$ cat src/rtl/psc_pkg.sv
package psc_pkg;
  localparam int CHAN_W = 3;
  localparam int PD_W   = 2;
  localparam int MUX_W  = 2;

  typedef enum logic [1:0] {
    PH_IDLE = 2'd0,
    PH_ACQ  = 2'd1,
    PH_CONV = 2'd2,
    PH_PDN  = 2'd3
  } phase_e;

  typedef struct packed {
    logic ul_sup;
    logic ur_sup;
    logic ur_gnd;
    logic ll_sup;
    logic ll_gnd;
    logic lr_gnd;
  } corner_t;

  localparam logic [CHAN_W-1:0] CH_VERT = 3'b001;
  localparam logic [CHAN_W-1:0] CH_HORZ = 3'b101;
  localparam logic [CHAN_W-1:0] CH_AUX  = 3'b010;
  localparam logic [CHAN_W-1:0] CH_POLL = 3'b110;

  localparam logic [PD_W-1:0] PD_SENSE  = 2'b00;
  localparam logic [PD_W-1:0] PD_ALWAYS = 2'b11;

  localparam logic [MUX_W-1:0] MUX_NONE  = 2'd0;
  localparam logic [MUX_W-1:0] MUX_WIPER = 2'd1;
  localparam logic [MUX_W-1:0] MUX_AUX   = 2'd2;

  function automatic logic is_meas(input logic [CHAN_W-1:0] ch);
    return (ch == CH_VERT) || (ch == CH_HORZ);
  endfunction
endpackage

$ cat src/rtl/psc_phase_track.sv
module psc_phase_track
  import psc_pkg::*;
(
  input  logic   clk,
  input  logic   rst,
  input  logic   stb_idle,
  input  logic   stb_acq,
  input  logic   stb_conv,
  input  logic   stb_pdn,
  input  logic   csn,
  input  logic   cfg_chg,
  input  logic   keep_on_n,
  output phase_e phase_n,
  output logic   hold_n
);
  phase_e phase_q;
  logic   hold_q;

  // priority: convert > acquire > power-down > idle
  always_comb begin
    if (stb_conv)      phase_n = PH_CONV;
    else if (stb_acq)  phase_n = PH_ACQ;
    else if (stb_pdn)  phase_n = PH_PDN;
    else if (stb_idle) phase_n = PH_IDLE;
    else               phase_n = phase_q;
  end

  // driver hold after a conversion in always-powered mode
  always_comb begin
    if (csn || cfg_chg || phase_n == PH_ACQ)
      hold_n = 1'b0;
    else if (phase_q == PH_CONV && phase_n != PH_CONV && keep_on_n)
      hold_n = 1'b1;
    else
      hold_n = hold_q;
  end

  always_ff @(posedge clk) begin
    if (rst) begin
      phase_q <= PH_IDLE;
      hold_q  <= 1'b0;
    end else begin
      phase_q <= phase_n;
      hold_q  <= hold_n;
    end
  end
endmodule

$ cat src/rtl/psc_switch_decode.sv
module psc_switch_decode
  import psc_pkg::*;
(
  input  logic [CHAN_W-1:0] chan,
  input  logic              single,
  input  logic [PD_W-1:0]   pd,
  input  phase_e            phase,
  input  logic              hold,
  input  logic              csn,
  input  logic              touch,
  output corner_t           corner,
  output logic              sense,
  output logic              irq_n,
  output logic [MUX_W-1:0]  mux,
  output logic              ovr,
  output logic              oval
);
  logic meas;
  logic active;

  assign meas   = is_meas(chan);
  assign active = meas && ((phase == PH_ACQ) ||
                           (phase == PH_CONV && !single) || hold);
  assign sense  = (pd == PD_SENSE) && !active &&
                  ((phase == PH_IDLE) || (phase == PH_PDN));

  always_comb begin
    corner = '0;
    if (active) begin
      corner.ul_sup = 1'b1;
      corner.lr_gnd = 1'b1;
      if (chan == CH_VERT) begin
        corner.ur_sup = 1'b1;
        corner.ll_gnd = 1'b1;
      end else begin
        corner.ur_gnd = 1'b1;
        corner.ll_sup = 1'b1;
      end
    end
    if (sense) corner.lr_gnd = 1'b1;
  end

  always_comb begin
    if (meas)                mux = MUX_WIPER;
    else if (chan == CH_AUX) mux = MUX_AUX;
    else                     mux = MUX_NONE;
  end

  assign irq_n = !(sense && touch);
  assign ovr   = (chan == CH_POLL) && (pd == PD_SENSE) && !csn;
  assign oval  = ovr && touch;
endmodule

$ cat src/rtl/panel_switch_ctrl.sv
module panel_switch_ctrl
  import psc_pkg::*;
(
  input  logic              clk,
  input  logic              rst,
  input  logic              cfg_valid,
  input  logic [CHAN_W-1:0] cfg_chan,
  input  logic              cfg_single,
  input  logic [PD_W-1:0]   cfg_pd,
  input  logic              stb_idle,
  input  logic              stb_acq,
  input  logic              stb_conv,
  input  logic              stb_pdn,
  input  logic              csn,
  input  logic              pen_touch,
  output logic              drv_ul_sup,
  output logic              drv_ur_sup,
  output logic              drv_ur_gnd,
  output logic              drv_ll_sup,
  output logic              drv_ll_gnd,
  output logic              drv_lr_gnd,
  output logic              pen_path,
  output logic              pen_irq_n,
  output logic [MUX_W-1:0]  mux_sel,
  output logic              dout_ovr,
  output logic              dout_val
);
  logic [CHAN_W-1:0] chan_q, chan_n;
  logic              single_q, single_n;
  logic [PD_W-1:0]   pd_q, pd_n;
  logic              cfg_chg;
  phase_e            phase_n;
  logic              hold_n;
  corner_t           corner_d, corner_q;
  logic              sense_d, irq_n_d, ovr_d, oval_d;
  logic [MUX_W-1:0]  mux_d;

  assign chan_n   = cfg_valid ? cfg_chan   : chan_q;
  assign single_n = cfg_valid ? cfg_single : single_q;
  assign pd_n     = cfg_valid ? cfg_pd     : pd_q;
  assign cfg_chg  = cfg_valid && ((cfg_chan != chan_q) ||
                    (cfg_single != single_q) || (cfg_pd != pd_q));

  always_ff @(posedge clk) begin
    if (rst) begin
      chan_q   <= '0;
      single_q <= 1'b1;
      pd_q     <= PD_SENSE;
    end else begin
      chan_q   <= chan_n;
      single_q <= single_n;
      pd_q     <= pd_n;
    end
  end

  psc_phase_track u_phase (
    .clk      (clk),
    .rst      (rst),
    .stb_idle (stb_idle),
    .stb_acq  (stb_acq),
    .stb_conv (stb_conv),
    .stb_pdn  (stb_pdn),
    .csn      (csn),
    .cfg_chg  (cfg_chg),
    .keep_on_n(is_meas(chan_n) && (pd_n == PD_ALWAYS)),
    .phase_n  (phase_n),
    .hold_n   (hold_n)
  );

  psc_switch_decode u_dec (
    .chan  (chan_n),
    .single(single_n),
    .pd    (pd_n),
    .phase (phase_n),
    .hold  (hold_n),
    .csn   (csn),
    .touch (pen_touch),
    .corner(corner_d),
    .sense (sense_d),
    .irq_n (irq_n_d),
    .mux   (mux_d),
    .ovr   (ovr_d),
    .oval  (oval_d)
  );

  always_ff @(posedge clk) begin
    if (rst) begin
      corner_q  <= '0;
      pen_path  <= 1'b0;
      pen_irq_n <= 1'b1;
      mux_sel   <= MUX_NONE;
      dout_ovr  <= 1'b0;
      dout_val  <= 1'b0;
    end else begin
      corner_q  <= corner_d;
      pen_path  <= sense_d;
      pen_irq_n <= irq_n_d;
      mux_sel   <= mux_d;
      dout_ovr  <= ovr_d;
      dout_val  <= oval_d;
    end
  end

  assign drv_ul_sup = corner_q.ul_sup;
  assign drv_ur_sup = corner_q.ur_sup;
  assign drv_ur_gnd = corner_q.ur_gnd;
  assign drv_ll_sup = corner_q.ll_sup;
  assign drv_ll_gnd = corner_q.ll_gnd;
  assign drv_lr_gnd = corner_q.lr_gnd;
endmodule

$ cat config.mk
export PLATFORM = sky130hd
export DESIGN_NAME = panel_switch_ctrl
export DESIGN_NICKNAME = d
export VERILOG_FILES = /design/src/rtl/psc_pkg.sv /design/src/rtl/psc_phase_track.sv /design/src/rtl/psc_switch_decode.sv /design/src/rtl/panel_switch_ctrl.sv
export SDC_FILE = /design/constraint.sdc
export NUM_CORES = 1
export LEC_CHECK = 0
export ABC_AREA = 1
export BUFFER_PORTS_ARGS = -buffer_cell sky130_fd_sc_hd__buf_2
export CAP_MARGIN = 20
export CORE_ASPECT_RATIO = 0.8
export CORE_UTILIZATION = 45
export DETAILED_ROUTE_END_ITERATION = 8
export PLACE_DENSITY = 0.73
export SYNTH_ARGS = -nofsm -noshare
export SYNTH_HDL_FRONTEND = slang
export SYNTH_SLANG_ARGS = --single-unit
$ cat constraint.sdc
create_clock -name clk -period 1.45 [get_ports clk]
set_input_delay 0.0725 -clock clk [delete_from_list [all_inputs] [get_ports clk]]
set_output_delay 0.0725 -clock clk [all_outputs]
set_load 0.02 [all_outputs]
=== After elaboration in Yosys (flattened, before gate mapping) ===
Index checks and enable logic that the tools add are counted.
Widths: inputs -> output; s select.

* Register bits after elaboration: 20
* Bits of input ports: 15
* Output and inout port bits: 12
* Word-level logic and storage cells: 73

* Eq/ne operators: 13
* Multiplexer cells: 15
* Bitwise operators: 1
* Reductions and logical operators: 28

{| class="wikitable"
|+ Operators with widths
! cell !! count
|-
| $mux 2 || 7
|-
| $logic_and 1x1->1 || 12
|-
| $eq 2x2->1 const B || 4
|-
| $logic_or 1x1->1 || 8
|-
| $eq 3x3->1 const B || 2
|-
| $mux 1 || 6
|-
| $mux 6 || 1
|-
| $logic_not 1->1 || 4
|-
| $logic_not 2->1 || 2
|-
| $reduce_or 2->1 || 2
|-
| $eq 3x1->1 const B || 1
|-
| $eq 3x2->1 const B || 1
|-
| $mux 3 || 1
|-
| $ne 3x3->1 || 1
|-
| $eq 2x1->1 const B || 1
|-
| $ne 2x2->1 || 1
|-
| $ne 2x2->1 const B || 1
|-
| $ne 1x1->1 || 1
|-
| $not 1->1 || 1
|}

=== Logic depth before layout (Yosys ltp) ===
* Depth after elaboration: 16
* Gate-level depth with buffers: 15
* Gate-level depth less buffers: 15

=== Hierarchy ===
Synthesis repeated with hierarchy kept, for this count alone.

* Cells, all modules: 165
* Area total of the unflattened synthesis: 1094.8 um^2

{| class="wikitable"
|+ By module, submodules not included
! module !! times used !! cells each !! area each (um^2) !! sequential area each (um^2)
|-
| panel_switch_ctrl || 1 || 105 || 733.2 || 360.3
|-
| psc_switch_decode || 1 || 33 || 182.7 || 0.0
|-
| psc_phase_track || 1 || 27 || 178.9 || 60.1
|}

=== Worst setup path before layout ===
OpenSTA, ideal clock, no wires.

* Kind: reg2reg
* Start point: reg u_phase.phase_q[0]
* End point: reg corner_q, in the netlist drv_ll_gnd
* Setup time: 62 ps
* Data arrival time: 1514 ps
* Data required time: 1388 ps
* Slack: -126 ps
* Stages on the path, launching flop included: 16
* Path buffers: 0
* Period minus slack after synthesis: 1576 ps
* Path through: dfxtp_1 -> inv_1 -> nor2_1 -> inv_1 -> a31oi_1 -> inv_1 -> ha_1 -> inv_1 -> nand3_1 -> nor2_2 -> nand3_2 -> nand2_2 -> nand3_4 -> nand2_4 -> nand2_4 -> nor2_2

* Longest elaborated chain between the ends: 13
* Elaborated cells between the ends (all ways): 19
* Classes of those cells: eq/ne (4); mux (6); bitwise (1); reduce/logical (8)

{| class="wikitable"
|+ RTL lines
! what !! RTL line !! RTL
|-
| from (decl) || psc_phase_track.sv:16 || <nowiki>phase_e phase_q;</nowiki>
|-
| from (signal assigned) || psc_phase_track.sv:43 || <nowiki>phase_q <= phase_n;</nowiki>
|-
| $mux 2 * || psc_phase_track.sv:24 || <nowiki>else if (stb_idle) phase_n = PH_IDLE;</nowiki>
|-
| $mux 2 * || psc_phase_track.sv:23 || <nowiki>else if (stb_pdn) phase_n = PH_PDN;</nowiki>
|-
| $mux 2 * || psc_phase_track.sv:22 || <nowiki>else if (stb_acq) phase_n = PH_ACQ;</nowiki>
|-
| $mux 2 * || psc_phase_track.sv:21 || <nowiki>if (stb_conv) phase_n = PH_CONV;</nowiki>
|-
| named net phase_n[0] || panel_switch_ctrl.sv:32 || <nowiki>phase_e phase_n;</nowiki>
|-
| $ne 2x2->1 || psc_phase_track.sv:32 || <nowiki>else if (phase_q == PH_CONV && phase_n != PH_CONV && keep_on_n)</nowiki>
|-
| $logic_and 1x1->1 (2 in a row) || psc_phase_track.sv:32 ||
|-
| $mux 1 || psc_phase_track.sv:32 ||
|-
| $mux 1 || psc_phase_track.sv:30 || <nowiki>if (csn || cfg_chg || phase_n == PH_ACQ)</nowiki>
|-
| $logic_or 1x1->1 * || psc_switch_decode.sv:23 || <nowiki>(phase == PH_CONV && !single) || hold);</nowiki>
|-
| $logic_and 1x1->1 * || psc_switch_decode.sv:22 || <nowiki>assign active = meas && ((phase == PH_ACQ) ||</nowiki>
|-
| $not 1->1 (no line) * || - ||
|-
| $reduce_or 2->1 (no line) * || - ||
|-
| to (signal assigned) || panel_switch_ctrl.sv:95 || <nowiki>corner_q <= corner_d;</nowiki>
|-
| to (decl) || panel_switch_ctrl.sv:34 || <nowiki>corner_t corner_d, corner_q;</nowiki>
|}

The timed path passes the listed nets; every way through them passes the cells marked *.
A chain may end at the register's enable or synchronous reset.

=== Worst setup path in the final report ===
* Start point: reg u_phase.phase_q[0]
* End point: reg corner_q, in the netlist drv_lr_gnd

* Longest elaborated chain between the ends: 15
* Elaborated cells between the ends (all ways): 25
* Classes of those cells: eq/ne (5); mux (8); reduce/logical (12)

{| class="wikitable"
|+ RTL lines
! what !! RTL line !! RTL
|-
| $mux 2 * || psc_phase_track.sv:24 ||
|-
| $mux 2 * || psc_phase_track.sv:23 ||
|-
| $mux 2 * || psc_phase_track.sv:22 ||
|-
| $mux 2 * || psc_phase_track.sv:21 ||
|-
| named net phase_n[0] || panel_switch_ctrl.sv:32 ||
|-
| $ne 2x2->1 || psc_phase_track.sv:32 ||
|-
| $logic_and 1x1->1 (2 in a row) || psc_phase_track.sv:32 ||
|-
| $mux 1 || psc_phase_track.sv:32 ||
|-
| $mux 1 || psc_phase_track.sv:30 ||
|-
| $logic_or 1x1->1 || psc_switch_decode.sv:23 ||
|-
| $logic_and 1x1->1 || psc_switch_decode.sv:22 ||
|-
| $logic_not 1->1 || psc_switch_decode.sv:24 || <nowiki>assign sense = (pd == PD_SENSE) && !active &&</nowiki>
|-
| $logic_and 1x1->1 (2 in a row) || psc_switch_decode.sv:24 ||
|-
| $mux 1 * || psc_switch_decode.sv:40 || <nowiki>if (sense) corner.lr_gnd = 1'b1;</nowiki>
|}

Marks and branches as above.

==> run summary <==
Critical path's top delay family: simple AND/OR/NAND/NOR gates
CTS Buf Count: 3
Post-synth top flop: dfxtp_1
Reg-to-reg startpoint: u_phase.phase_q[0]$_SDFF_PP0_
Filler cells: 183
Ys async rst share: 0%
Area delta synth->final: 25.38%
Gate Count Post-Synth: 134
Met3 wire length: 80 um
Final Instance Area: 0.001236 mm2
Fin crit period: 1648 ps
Slowest-stage cell, CP: dfxtp_2
Iter 0 DRT Violations: 7
Total power: 0.001058 W
Crit path DAT: 1890 ps
Core area: 0.001962 mm2
Post-route ant nets: 0
Relative slew slack: 76.98%
Ant diodes: 0
Top cells by area, synth: dfxtp_1 39%, inv_1 12%, nand2_1 11%
DIE AREA: 0.002383 mm2
HPWL after DPL: 1508 um
H-tree depth reported by CTS: 1
Max frequency: 606.7 MHz
Syn Area/Cell: 7.358 um2
Setup crit end kind: flop
PnR worst setup slack: -198.2 ps
Status: finished, violations left
Clk root buf: clkbuf_4
Clock slew at reported path FFs: 110 ps
Fraction of layout cells with a size suffix above 1: 39.05%
I/O pin count: 27
Slowest cell delay on critical path: 350 ps
CP Launch Point: u_phase.phase_q[0]$_SDFF_PP0_
Vias/cell: 4.591
Net count after synthesis: 151
Post-DP Area: 0.001154 mm2
Worst min path class: primary input to flop
Register area share after synthesis: 38.58%
Setup-failing EPs final: 7
Worst reg-to-reg setup slack: -200 ps
Initial Util: 50.26%
Met1 Routed Length: 829 um
Max Fanout on Critical Path: 4
Worst-Margin Slew: 341.7 ps
Row Count: 14
Port-buffer cells: 26
Worst endpoint required time: 1690 ps
CP Buf/Inv Count: 4
Startpoint Class: flop
Met2 wire length: 1013 um
Initial antenna violation count: 0
Total gr overflow: 0
FF+latch count, synth: 19
CP endpoint: drv_lr_gnd$_SDFF_PP0_
RSZ-0062 raised after global routing: yes
Clock latency at the later pin of the worst-skew pair: 290 ps
Synth area leader: dfxtp_1
Vias in the first global route: 837
Max cap viols: 0
Wirelength per Cell: 10.03 um
Cell Pwr Density: 855.9 mW/mm2
Synth warn: 0
Worst-case reg-to-reg path depth: 15
Worst Skew: 3.695 ps
R2r endpoint: drv_lr_gnd$_SDFF_PP0_
Distinct cell type count of the synthesized netlist: 27
Synthesized area: 985.9 um2
WL final: 1935 um
Post-synth EDFFs: 0
First-pass GRT wire length: 3256 um
Top routing layer used: met4
Failing checks: setup timing
CTS tree: done
GP Congestion: 0.7278
# clock sinks: 19
Peak supply drop: 0.5118 mV
Part of the cycle the worst path needs: 113.7%
Max Root-Sink Buffers: 2
Die Height: 43.87 um
Crit Path Class: flop to flop
Die X: 54.33 um
Final nets: 187
Largest net degree at the start of global routing: 15
Cell count along the critical path: 15
Fin. max-slew vios: 0
Drt drc: 0
Top cell type's share of synthesized area: 38.58%
Pleak: 0.7059 nW
Final hold violation count: 0
DR pass1 iterations: 4
Tot GR Track Use: 19.30%
Total number of vias: 886
Critical Path, Cell by Cell: inv_2 -> nor2_1 -> inv_1 -> a31oi_2 -> inv_1 -> ha_2 -> inv_2 -> nand3_2 -> nor2_2 -> nand3_2 -> nand2_2 -> nand3_4 -> nand2_4 -> nand2_4 -> nand2_1
## worst reg2reg max path: stages, from the launching register on
cell and delay (ps):
dfxtp_2 350, inv_2 40, nor2_1 70, inv_1 60, a31oi_2 160, inv_1 90
ha_2 180, inv_2 50, nand3_2 60, nor2_2 90, nand3_2 60, nand2_2 80
nand3_4 80, nand2_4 90, nand2_4 70, nand2_1 70
## synth_stat cells, types with 2 or more instances
| master | number |
|---|---|
| dfxtp_1 | 19 |
| nor2_1 | 15 |
| buf_4 | 2 |
| nand2_2 | 5 |
| nor2_2 | 3 |
| a21oi_1 | 2 |
| ha_1 | 2 |
| nand2_4 | 5 |
| nand3_1 | 4 |
| o21ai_0 | 3 |
| nand2_1 | 28 |
| inv_1 | 31 |
## final cells by class
| cell class | instances | area, um2 | share of cell area [%] |
|---|---|---|---|
| Clock buffer | 3 | 22.52 | 1.822 |
| Timing Repair Buffer | 35 | 200.2 | 16.19 |
| Inverter | 32 | 120.1 | 9.717 |
| Sequential cell | 19 | 381.6 | 30.87 |
| Tap cell | 24 | 30.03 | 2.429 |
| Clock inverter | 1 | 5.005 | 0.4049 |
| Multi-Input combinational cell | 79 | 476.7 | 38.56 |
## how the worst min path moves through the flow
stage | end | startpoint | depth (start not counted) | slack [ps]
after floorplan | mux_sel[1]$_SDFF_PP0_ | rst | 1 | 150
after global placement | pen_irq_n$_SDFF_PP1_ | pen_touch | 2 | 280
after detailed placement | pen_irq_n$_SDFF_PP1_ | pen_touch | 2 | 280
after CTS | u_phase.phase_q[0]$_SDFF_PP0_ | stb_conv | 4 | 70
after global routing | dout_ovr$_SDFF_PP0_ | csn | 3 | 90
final | dout_ovr$_SDFF_PP0_ | csn | 3 | 90
## where the power goes
part           total (W)  leakage (nW)  internal (W)  switching, W
clock network   0.000263        0.0177      0.000102      0.000160
logic           0.000238         0.532     0.0000942      0.000143
registers       0.000558         0.156      0.000547     0.0000111
## logic make-up after synthesis
logic type               share of synthesized area (%)
flip-flops                                       38.58
buffers and inverters                            15.23
AND/OR/NAND/NOR                                  38.96
AO/OA/AOI/OAI                                    4.696
adder cells (fa/ha/maj)                          2.538
## registers in the layout, summed over array words and instances (netlist names)
| register | flops |
|---|---|
| mux_sel | 2 |
| drv_ll_gnd | 1 |
| drv_ur_gnd | 1 |
| drv_ul_sup | 1 |
| u_phase.phase_q | 2 |
| single_q | 1 |
| dout_ovr | 1 |
| drv_lr_gnd | 1 |
| u_phase.hold_q | 1 |
| pd_q | 2 |
| chan_q | 3 |
| pen_path | 1 |
| dout_val | 1 |
| pen_irq_n | 1 |
## layout by cell type (no fill, tap or decap), types with 2 or more instances in the layout
| cell type | netlist | final |
|---|---|---|
| a21oi_1 | 2 | 2 |
| buf_2 | 0 | 26 |
| buf_4 | 2 | 8 |
| clkbuf_4 | 0 | 3 |
| dfxtp_1 | 19 | 18 |
| inv_1 | 31 | 29 |
| inv_2 | 1 | 3 |
| nand2_1 | 28 | 27 |
| nand2_2 | 5 | 6 |
| nand2_4 | 5 | 5 |
| nand3_1 | 4 | 2 |
| nand3_2 | 1 | 3 |
| nor2_1 | 15 | 15 |
| nor2_2 | 3 | 3 |
| o21ai_0 | 3 | 3 |
## routing by layer
metal | GRT usage [%] | up-vias
li1 | - | 460
met1 | 21.20 | 407
met2 | 35.12 | 17
met3 | 5.263 | 2
met4 | 6.154 | 0
met5 | 0 | -
## timing repair
action / 4_1_cts / 5_1_grt
resized for setup: 4 / 1
hold buffers: 1 / 0
setup endpoints to repair: 7 / 7
pin swaps: 2 / 0
hold endpoints to repair: 1 / 0
buffers inserted: 3 / 1
## through the flow
| stage | setup WS [ps] | cells | TNS, ps | hold WS, ps | utilization, % |
|---|---|---|---|---|---|
| after floorplan | -97.28 | 134 | -516.1 | 149.9 | - |
| after global placement | -113.9 | 184 | -645.0 | 278.3 | 58.80 |
| after detailed placement | -239.9 | 184 | -1452 | 281.2 | 58.80 |
| after CTS | -188.0 | 192 | -1178 | 65.47 | 62.31 |
| after global routing | -326.0 | 193 | -2130 | 94.36 | 63.01 |
| final | -198.2 | 193 | -1256 | 85.05 | 63.01 |
(Power assumes the default switching activity.)
